[src/rtl/smd_pkg.sv]
package smd_pkg;
    localparam int PRM_N    = 3;
    localparam int BIT_EXEC = 12;
    localparam int BIT_DIR  = 13;
    localparam int BIT_GATE = 14;
    localparam int BIT_IEN  = 4;

    localparam logic [1:0] SEL_ALO = 2'd0;
    localparam logic [1:0] SEL_AHI = 2'd1;
    localparam logic [1:0] SEL_CTL = 2'd2;
    localparam logic [1:0] SEL_IEN = 2'd3;

    typedef enum logic [3:0] {
        S_IDLE, S_SETUP, S_REG_RD, S_REG_CAP, S_RAM_WLO, S_RAM_WHI,
        S_RAM_RLO, S_RAM_RHI, S_RAM_CAP, S_REG_WR, S_FINISH
    } smd_state_t;
endpackage

[src/rtl/smd_regs.sv]
module smd_regs
    import smd_pkg::*;
#(
    parameter int RA_W = 12,
    parameter logic [RA_W-1:0] PRM_BASE = 'h080
) (
    input  logic                   clk,
    input  logic                   rst_n,
    input  logic                   hw_en,
    input  logic [1:0]             hw_sel,
    input  logic [15:0]            hw_data,
    input  logic [1:0]             hr_sel,
    output logic [15:0]            hr_data,
    input  logic                   irq_ack,
    output logic                   irq_pend,
    input  logic                   busy,
    input  logic                   save_en,
    input  logic                   fin,
    input  logic                   restore_en,
    input  logic                   snoop_we,
    input  logic [RA_W-1:0]        snoop_addr,
    input  logic [15:0]            snoop_data,
    output logic                   start,
    output logic [PRM_N-1:0][15:0] prm
);
    logic [PRM_N-1:0][15:0] saved;
    logic [15:0]            ien;

    assign start = hw_en && !busy && (hw_sel == SEL_CTL) && hw_data[BIT_EXEC];

    always_ff @(posedge clk) begin
        if (!rst_n) begin
            prm   <= '0;
            saved <= '0;
            ien   <= '0;
        end else begin
            if (hw_en && hw_sel == SEL_IEN)
                ien <= hw_data;
            if (hw_en && !busy && hw_sel != SEL_IEN)
                prm[hw_sel] <= hw_data;
            if (snoop_we) begin
                for (int i = 0; i < PRM_N; i++)
                    if (snoop_addr == PRM_BASE + RA_W'(2 * i))
                        prm[i] <= snoop_data;
            end
            if (save_en)
                saved <= prm;
            if (fin) begin
                if (restore_en) begin
                    for (int i = 0; i < PRM_N - 1; i++)
                        prm[i] <= saved[i];
                    prm[PRM_N-1] <= saved[PRM_N-1] & ~(16'h1 << BIT_EXEC);
                end else begin
                    prm[PRM_N-1][BIT_EXEC] <= 1'b0;
                end
            end
        end
    end

    always_ff @(posedge clk) begin
        if (!rst_n)
            irq_pend <= 1'b0;
        else if (fin && ien[BIT_IEN])
            irq_pend <= 1'b1;
        else if (irq_ack)
            irq_pend <= 1'b0;
    end

    always_comb begin
        unique case (hr_sel)
            SEL_ALO: hr_data = prm[0];
            SEL_AHI: hr_data = prm[1];
            SEL_CTL: hr_data = prm[2];
            default: hr_data = ien;
        endcase
    end
endmodule

[src/rtl/smd_seq.sv]
module smd_seq
    import smd_pkg::*;
#(
    parameter int MA_W = 20,
    parameter int RA_W = 12
) (
    input  logic                   clk,
    input  logic                   rst_n,
    input  logic                   start,
    input  logic [PRM_N-1:0][15:0] prm,
    output logic                   busy,
    output logic                   save_en,
    output logic                   fin,
    output logic                   restore_en,
    output logic [MA_W-1:0]        sm_addr,
    output logic                   sm_re,
    output logic                   sm_we,
    output logic [7:0]             sm_wdata,
    input  logic [7:0]             sm_rdata,
    output logic [RA_W-1:0]        rf_addr,
    output logic                   rf_re,
    output logic                   rf_we,
    output logic [15:0]            rf_wdata,
    input  logic [15:0]            rf_rdata
);
    localparam int HI_W = MA_W - 16;

    smd_state_t        st, st_nx;
    logic [MA_W-1:0]   mea;
    logic [RA_W-1:0]   rga, len_q, cnt;
    logic [RA_W-1:0]   len_new, cnt_nx;
    logic              dir_q, gate_q, last;
    logic [15:0]       hold;

    assign len_new = {prm[2][RA_W-1:1], 1'b0};
    assign cnt_nx  = cnt + RA_W'(2);
    assign last    = (cnt_nx == len_q);

    function automatic smd_state_t word_head(input logic dir, input logic gate);
        if (dir) return gate ? S_RAM_WLO : S_REG_RD;
        else     return gate ? S_REG_WR  : S_RAM_RLO;
    endfunction

    always_ff @(posedge clk) begin
        if (!rst_n) st <= S_IDLE;
        else        st <= st_nx;
    end

    always_comb begin
        st_nx = st;
        unique case (st)
            S_IDLE:    if (start) st_nx = S_SETUP;
            S_SETUP:   st_nx = (len_new == '0) ? S_FINISH
                               : word_head(prm[2][BIT_DIR], prm[2][BIT_GATE]);
            S_REG_RD:  st_nx = S_REG_CAP;
            S_REG_CAP: st_nx = S_RAM_WLO;
            S_RAM_WLO: st_nx = S_RAM_WHI;
            S_RAM_RLO: st_nx = S_RAM_RHI;
            S_RAM_RHI: st_nx = S_RAM_CAP;
            S_RAM_CAP: st_nx = S_REG_WR;
            S_RAM_WHI,
            S_REG_WR:  st_nx = last ? S_FINISH : word_head(dir_q, gate_q);
            S_FINISH:  st_nx = S_IDLE;
            default:   st_nx = S_IDLE;
        endcase
    end

    always_comb begin
        busy       = (st != S_IDLE);
        save_en    = (st == S_SETUP) && !prm[2][BIT_DIR];
        fin        = (st == S_FINISH);
        restore_en = fin && !dir_q;
        sm_re      = (st == S_RAM_RLO) || (st == S_RAM_RHI);
        sm_we      = (st == S_RAM_WLO) || (st == S_RAM_WHI);
        sm_addr    = (st == S_RAM_WHI || st == S_RAM_RHI) ? {mea[MA_W-1:1], 1'b1} : mea;
        sm_wdata   = (st == S_RAM_WHI) ? hold[15:8] : hold[7:0];
        rf_re      = (st == S_REG_RD);
        rf_we      = (st == S_REG_WR);
        rf_addr    = rga;
        rf_wdata   = hold;
    end

    always_ff @(posedge clk) begin
        if (!rst_n) begin
            mea <= '0; rga <= '0; len_q <= '0; cnt <= '0;
            dir_q <= 1'b0; gate_q <= 1'b0; hold <= '0;
        end else begin
            unique case (st)
                S_SETUP: begin
                    mea    <= {prm[1][15 -: HI_W], prm[0][15:1], 1'b0};
                    rga    <= {prm[1][RA_W-1:1], 1'b0};
                    len_q  <= len_new;
                    cnt    <= '0;
                    dir_q  <= prm[2][BIT_DIR];
                    gate_q <= prm[2][BIT_GATE];
                    hold   <= '0;
                end
                S_REG_CAP: hold       <= rf_rdata;
                S_RAM_RHI: hold[7:0]  <= sm_rdata;
                S_RAM_CAP: hold[15:8] <= sm_rdata;
                S_RAM_WHI, S_REG_WR: begin
                    cnt <= cnt_nx;
                    if (dir_q || !gate_q)  mea <= mea + MA_W'(2);
                    if (!dir_q || !gate_q) rga <= rga + RA_W'(2);
                end
                default: ;
            endcase
        end
    end
endmodule

[src/rtl/smd_dma_top.sv]
module smd_dma_top
    import smd_pkg::*;
#(
    parameter int MA_W = 20,
    parameter int RA_W = 12,
    parameter logic [RA_W-1:0] PRM_BASE = 'h080
) (
    input  logic            clk,
    input  logic            rst_n,
    input  logic            hw_en,
    input  logic [1:0]      hw_sel,
    input  logic [15:0]     hw_data,
    input  logic [1:0]      hr_sel,
    output logic [15:0]     hr_data,
    input  logic            irq_ack,
    output logic            irq_pend,
    output logic            busy,
    output logic [MA_W-1:0] sm_addr,
    output logic            sm_re,
    output logic            sm_we,
    output logic [7:0]      sm_wdata,
    input  logic [7:0]      sm_rdata,
    output logic [RA_W-1:0] rf_addr,
    output logic            rf_re,
    output logic            rf_we,
    output logic [15:0]     rf_wdata,
    input  logic [15:0]     rf_rdata
);
    logic                   start, save_en, fin, restore_en;
    logic [PRM_N-1:0][15:0] prm;

    smd_regs #(.RA_W(RA_W), .PRM_BASE(PRM_BASE)) u_regs (
        .clk(clk), .rst_n(rst_n), .hw_en(hw_en), .hw_sel(hw_sel), .hw_data(hw_data),
        .hr_sel(hr_sel), .hr_data(hr_data), .irq_ack(irq_ack), .irq_pend(irq_pend),
        .busy(busy), .save_en(save_en), .fin(fin), .restore_en(restore_en),
        .snoop_we(rf_we), .snoop_addr(rf_addr), .snoop_data(rf_wdata),
        .start(start), .prm(prm)
    );

    smd_seq #(.MA_W(MA_W), .RA_W(RA_W)) u_seq (
        .clk(clk), .rst_n(rst_n), .start(start), .prm(prm), .busy(busy),
        .save_en(save_en), .fin(fin), .restore_en(restore_en),
        .sm_addr(sm_addr), .sm_re(sm_re), .sm_we(sm_we), .sm_wdata(sm_wdata),
        .sm_rdata(sm_rdata), .rf_addr(rf_addr), .rf_re(rf_re), .rf_we(rf_we),
        .rf_wdata(rf_wdata), .rf_rdata(rf_rdata)
    );
endmodule

[config.mk]
export PLATFORM = sky130hd
export DESIGN_NAME = smd_dma_top
export DESIGN_NICKNAME = d
export VERILOG_FILES = /design/src/rtl/smd_pkg.sv /design/src/rtl/smd_regs.sv /design/src/rtl/smd_seq.sv /design/src/rtl/smd_dma_top.sv
export SDC_FILE = /design/constraint.sdc
export NUM_CORES = 1
export LEC_CHECK = 0
export ABC_AREA = 1
export CAP_MARGIN = 5
export CORE_MARGIN = 1.5
export CORE_UTILIZATION = 56
export DETAILED_ROUTE_END_ITERATION = 8
export PLACE_DENSITY = 0.78
export SYNTH_ARGS = -nofsm -noshare
export SYNTH_HDL_FRONTEND = slang
export SYNTH_SLANG_ARGS = --single-unit
[constraint.sdc]
create_clock -name clk -period 2.01 [get_ports clk]
set_input_delay 0.201 -clock clk [delete_from_list [all_inputs] [get_ports clk]]
set_output_delay 0.201 -clock clk [all_outputs]
set_load 0.02 [all_outputs]
==> results <==
## per-layer routing
layer | vias up | routed length [um]
met1 | 4926 | 14000
met5 | - | 0
met2 | 516 | 15200
met4 | 0 | 1540
li1 | 5016 | -
met3 | 98 | 2900
## worst min-delay path, cell delays in order
cell	delay, ps
sky130_fd_sc_hd__buf_2	130
sky130_fd_sc_hd__buf_4	210
sky130_fd_sc_hd__o21ai_0	90
sky130_fd_sc_hd__nor2_1	40
## layout make-up
class | count | area, um2 | share of cell area
Clock buffer | 17 | 425 | 0.0352
Clock inverter | 15 | 180 | 0.0149
Inverter | 134 | 508 | 0.0420
Multi-Input combinational cell | 989 | 4980 | 0.412
Sequential cell | 186 | 3730 | 0.308
Tap cell | 220 | 275 | 0.0228
Timing Repair Buffer | 217 | 2000 | 0.165
## cell usage in the layout, fill, tap and decap left out, types with 9 or more instances in the layout
| cell | Yosys | layout |
|---|---|---|
| sky130_fd_sc_hd__inv_2 | 15 | 15 |
| sky130_fd_sc_hd__nor3_1 | 13 | 12 |
| sky130_fd_sc_hd__a21oi_1 | 150 | 150 |
| sky130_fd_sc_hd__o21ai_0 | 196 | 189 |
| sky130_fd_sc_hd__nand2_1 | 270 | 268 |
| sky130_fd_sc_hd__clkbuf_16 | 0 | 17 |
| sky130_fd_sc_hd__nand4_1 | 15 | 15 |
| sky130_fd_sc_hd__dlygate4sd2_1 | 0 | 9 |
| sky130_fd_sc_hd__dfxtp_1 | 186 | 184 |
| sky130_fd_sc_hd__o211ai_1 | 34 | 34 |
| sky130_fd_sc_hd__a31oi_1 | 19 | 19 |
| sky130_fd_sc_hd__nand3_1 | 52 | 51 |
| sky130_fd_sc_hd__o21ai_1 | 29 | 36 |
| sky130_fd_sc_hd__nor2_1 | 125 | 123 |
| sky130_fd_sc_hd__buf_4 | 3 | 85 |
| sky130_fd_sc_hd__clkdlybuf4s50_1 | 0 | 93 |
| sky130_fd_sc_hd__inv_1 | 118 | 116 |
| sky130_fd_sc_hd__ha_1 | 10 | 9 |
## state kept, by name, indices dropped and copies added (netlist names), 4 cells and up
| signal | cells |
|---|---|
| u_seq.st | 4 |
| u_seq.rf_addr | 11 |
| u_seq.len_q | 11 |
| u_seq.cnt | 11 |
| u_regs.prm | 48 |
| u_seq.rf_wdata | 16 |
| u_seq.mea | 19 |
| u_regs.ien | 16 |
| u_regs.saved | 47 |
## stage by stage
step	instance area, um2	hold slack, ps	util
3_5_place_dp	11400	442	0.689
4_1_cts	12000	257	0.725
2_1_floorplan	9490	364	-
3_3_place_gp	11400	434	0.689
5_1_grt	12100	286	0.729
6_report	12100	266	0.729
## cell families after synthesis
kind of cell	Yosys count	share of synthesized area
adder cells (fa/ha/maj)	10	0.0132
buffers and inverters	214	0.0897
XOR/XNOR	9	0.00831
flip-flops	186	0.393
AO/OA/AOI/OAI	466	0.272
multiplexers	6	0.00633
other	1	0.000395
AND/OR/NAND/NOR	497	0.217
## worst paths after layout
path,cells past startpoint,slack (ps),start,end
setup / recovery,5,-10,u_seq.st[0],sm_wdata[7]
hold / removal,4,270,rst_n,u_regs.saved[5]
setup reg to reg,10,90,u_seq.st[0],u_seq.rf_addr[10]
hold reg to reg,2,460,u_regs.saved[15],u_regs.saved[15]
## power groups by stage
stage               Sequential (mW)  Combinational [mW]  Clock, mW
CTS                            5.33                5.12       3.52
detailed placement             5.40                5.14          0
floorplan                      5.52                2.78          0
global route                   5.45                5.76       3.68
global placement               5.38                5.03          0
finish                         5.38                5.28       3.53
## timing repair
action | 4_1_cts | 5_1_grt
hold buffers | 0 | 0
endpoints found under the setup margin | 29 | 90
buffers inserted | 0 | 3
pin swaps | 0 | 4
resized for setup | 47 | 48
==> results.txt <==
The global routing's busiest layer is met2. The number of slew-limit violations in the final report came out at 0. The part of the total power dissipated in the clock network came out at 0.249. The final period demand of the worst path came out at about 2000 ps. The aggregate global-route resource usage came out at 0.375. The maximum number of pins on one net before global-route repair came out at roughly 110. The internal power summed over all cells came out at roughly 8.6 mW. The post-detailed-route wirelength per cell is 18.9 um. The total instance count after detailed placement is about 1700.

The synthesized netlist net count came out at between 1000 and 1500. On the final layout, the worst clock skew is 10.0 ps. The number of standard cells in the layout, taps in and fillers out came out at roughly 1800. Counting flops with a built-in enable in the synthesized netlist gives 0.

The effective utilization at floorplan is 0.572. The sum of internal, switching and leakage power came out at roughly 14 mW. The area of the die came out at between 0.015 and 0.02 mm2. The peak ir drop on the vdd network is around 0.00070 V. By count the netlist is led by sky130_fd_sc_hd__nand2_1, sky130_fd_sc_hd__o21ai_0, sky130_fd_sc_hd__dfxtp_1, sky130_fd_sc_hd__a21oi_1, sky130_fd_sc_hd__nor2_1. The placeable core region is between 0.015 and 0.02 mm2.

In this run, distinct cell masters in the synthesized netlist total 44. The power density over the cells is about 1200 mW/mm2. In the final design database the tool counted between 1500 and 2000 nets. In the routed layout, each cell is associated on average with a via count of between 5 and 6. The top cell family by delay on the critical path is buffers and inverters. sky130_fd_sc_hd__nand2_1 is the most common cell in the netlist. After floorplanning, the core was divided into 47 placement rows. The clock-pin slew of the registers on the worst-case setup and hold paths came out at 80 ps. The residual DRC count is 0. The global routing met1 resource utilization came out at 0.504. Before antenna repair, the detailed router went through 5 iterations. The data arrival time of the critical path came out at around 1800 ps. The H-tree depth is 4. The average cell area after synthesis is just under 7 um2. The power share of the sequential group is 0.379. The root buffer cell chosen for the clock tree is sky130_fd_sc_hd__clkbuf_16.

In the post-synthesis netlist, the biggest area contributors are sky130_fd_sc_hd__dfxtp_1, sky130_fd_sc_hd__nand2_1, sky130_fd_sc_hd__o21ai_0. Before CTS, the worst setup slack after placement is -213 ps. The tool flagged a number of max-cap violations equal to 0. The number of clock sinks is between 150 and 200.

In this run, the number of DRC markers left after iteration 0 of detailed routing was ~1300. The via count of the routed design is ~11000. The final worst slack came out at -11.6 ps. Of the total power, combinational logic draws 0.372. The setup path with the least slack is of type flip-flop to output port. The share of synthesized registers carrying an async set or reset came out at 0. The warning count from the yosys run came out at 0. The switching power came out at between 5 and 6 mW.

At the pin with the least slew margin, the transition time is between 600 and 700 ps. In the finished design, the share of the clock period the worst path needs comes to 1.01. The run finished, with violations left. The maximum buffer depth of the clock tree is 2. For this run, global-route usage on met3 was measured as 0.0586.

The aggregate negative setup slack is -11.6 ps. The area share of the largest cell type after synthesis came out at 0.393. The number of antenna violations at the first check in global routing came out at 0. The path class of the lowest-slack min-delay path is primary input to flip-flop. The via count of the first global-routing pass was 9399. The overflow left after global routing is 0. The total count of hold-check failures in the final report was 0.

The number of antenna diodes in the final layout is 0. The highest cell delay on the worst timing path is roughly 370 ps. The worst setup path is launched from a flip-flop.

The final wirelength is 33700 um. The count of nets left with antenna violations once routing finished came out at 0. Walking the worst path, the cells encountered are inv_2 -> nor2_4 -> nand2_8 -> a21oi_1 -> clkdlybuf4s15_2.

The cell area after synthesis came out at about 0.0095 mm2. The setup-violating endpoint count in the final report came out at 1. Setup repair after global routing could not meet its margin everywhere. The share of the Yosys chip area taken by registers is 0.393.

The routability congestion estimate from global placement came out at between 0.9 and 1. The data required time of the critical path is 1810 ps. The layout overhead on the synthesized area is 27.5%. The first global-routing pass estimated between 50000 and 60000 um of wire. The CTS tree is yes. The number of fillers in the final layout is between 1000 and 1500. The worst setup path is captured at an output port.

For the worst-skew pair, the clock arrives at the later sink with an insertion delay of ~450 ps. The number of clock buffers inserted by TritonCTS came out at 17. The worst pin sits at a relative slew slack of 0.598.

The post-synthesis cell count came out at about 1400. The width of the chip came out at 133 um. The highest attainable clock frequency came out at 495 MHz.

In this run the worst path has a maximum fanout of 17. The final reports fail on negative setup slack. The dominant register cell in the synthesized netlist is sky130_fd_sc_hd__dfxtp_1.

Detailed placement finished with a half-perimeter wire length of between 20000 and 25000 um. The number of synthesized register bits came out at roughly 190. In the final layout, the share of cells above drive strength 1 is 0.120. The number of buffer and inverter stages on the critical path is 2. The met2 global-route usage is 0.593. The number of primary I/O pins came out at 126. The number of buffer cells added on primary ports is 124.

The largest total area in the synthesized netlist belongs to sky130_fd_sc_hd__dfxtp_1. Summed over all cells, the static leakage comes to about 4.7 nW. The switching share of total power is 0.398. The slowest stage of the critical path is the sky130_fd_sc_hd__dfxtp_1 cell.

The chip height came out at between 100 and 150 um.
No activity file was read; power rests on OpenSTA's default activity.
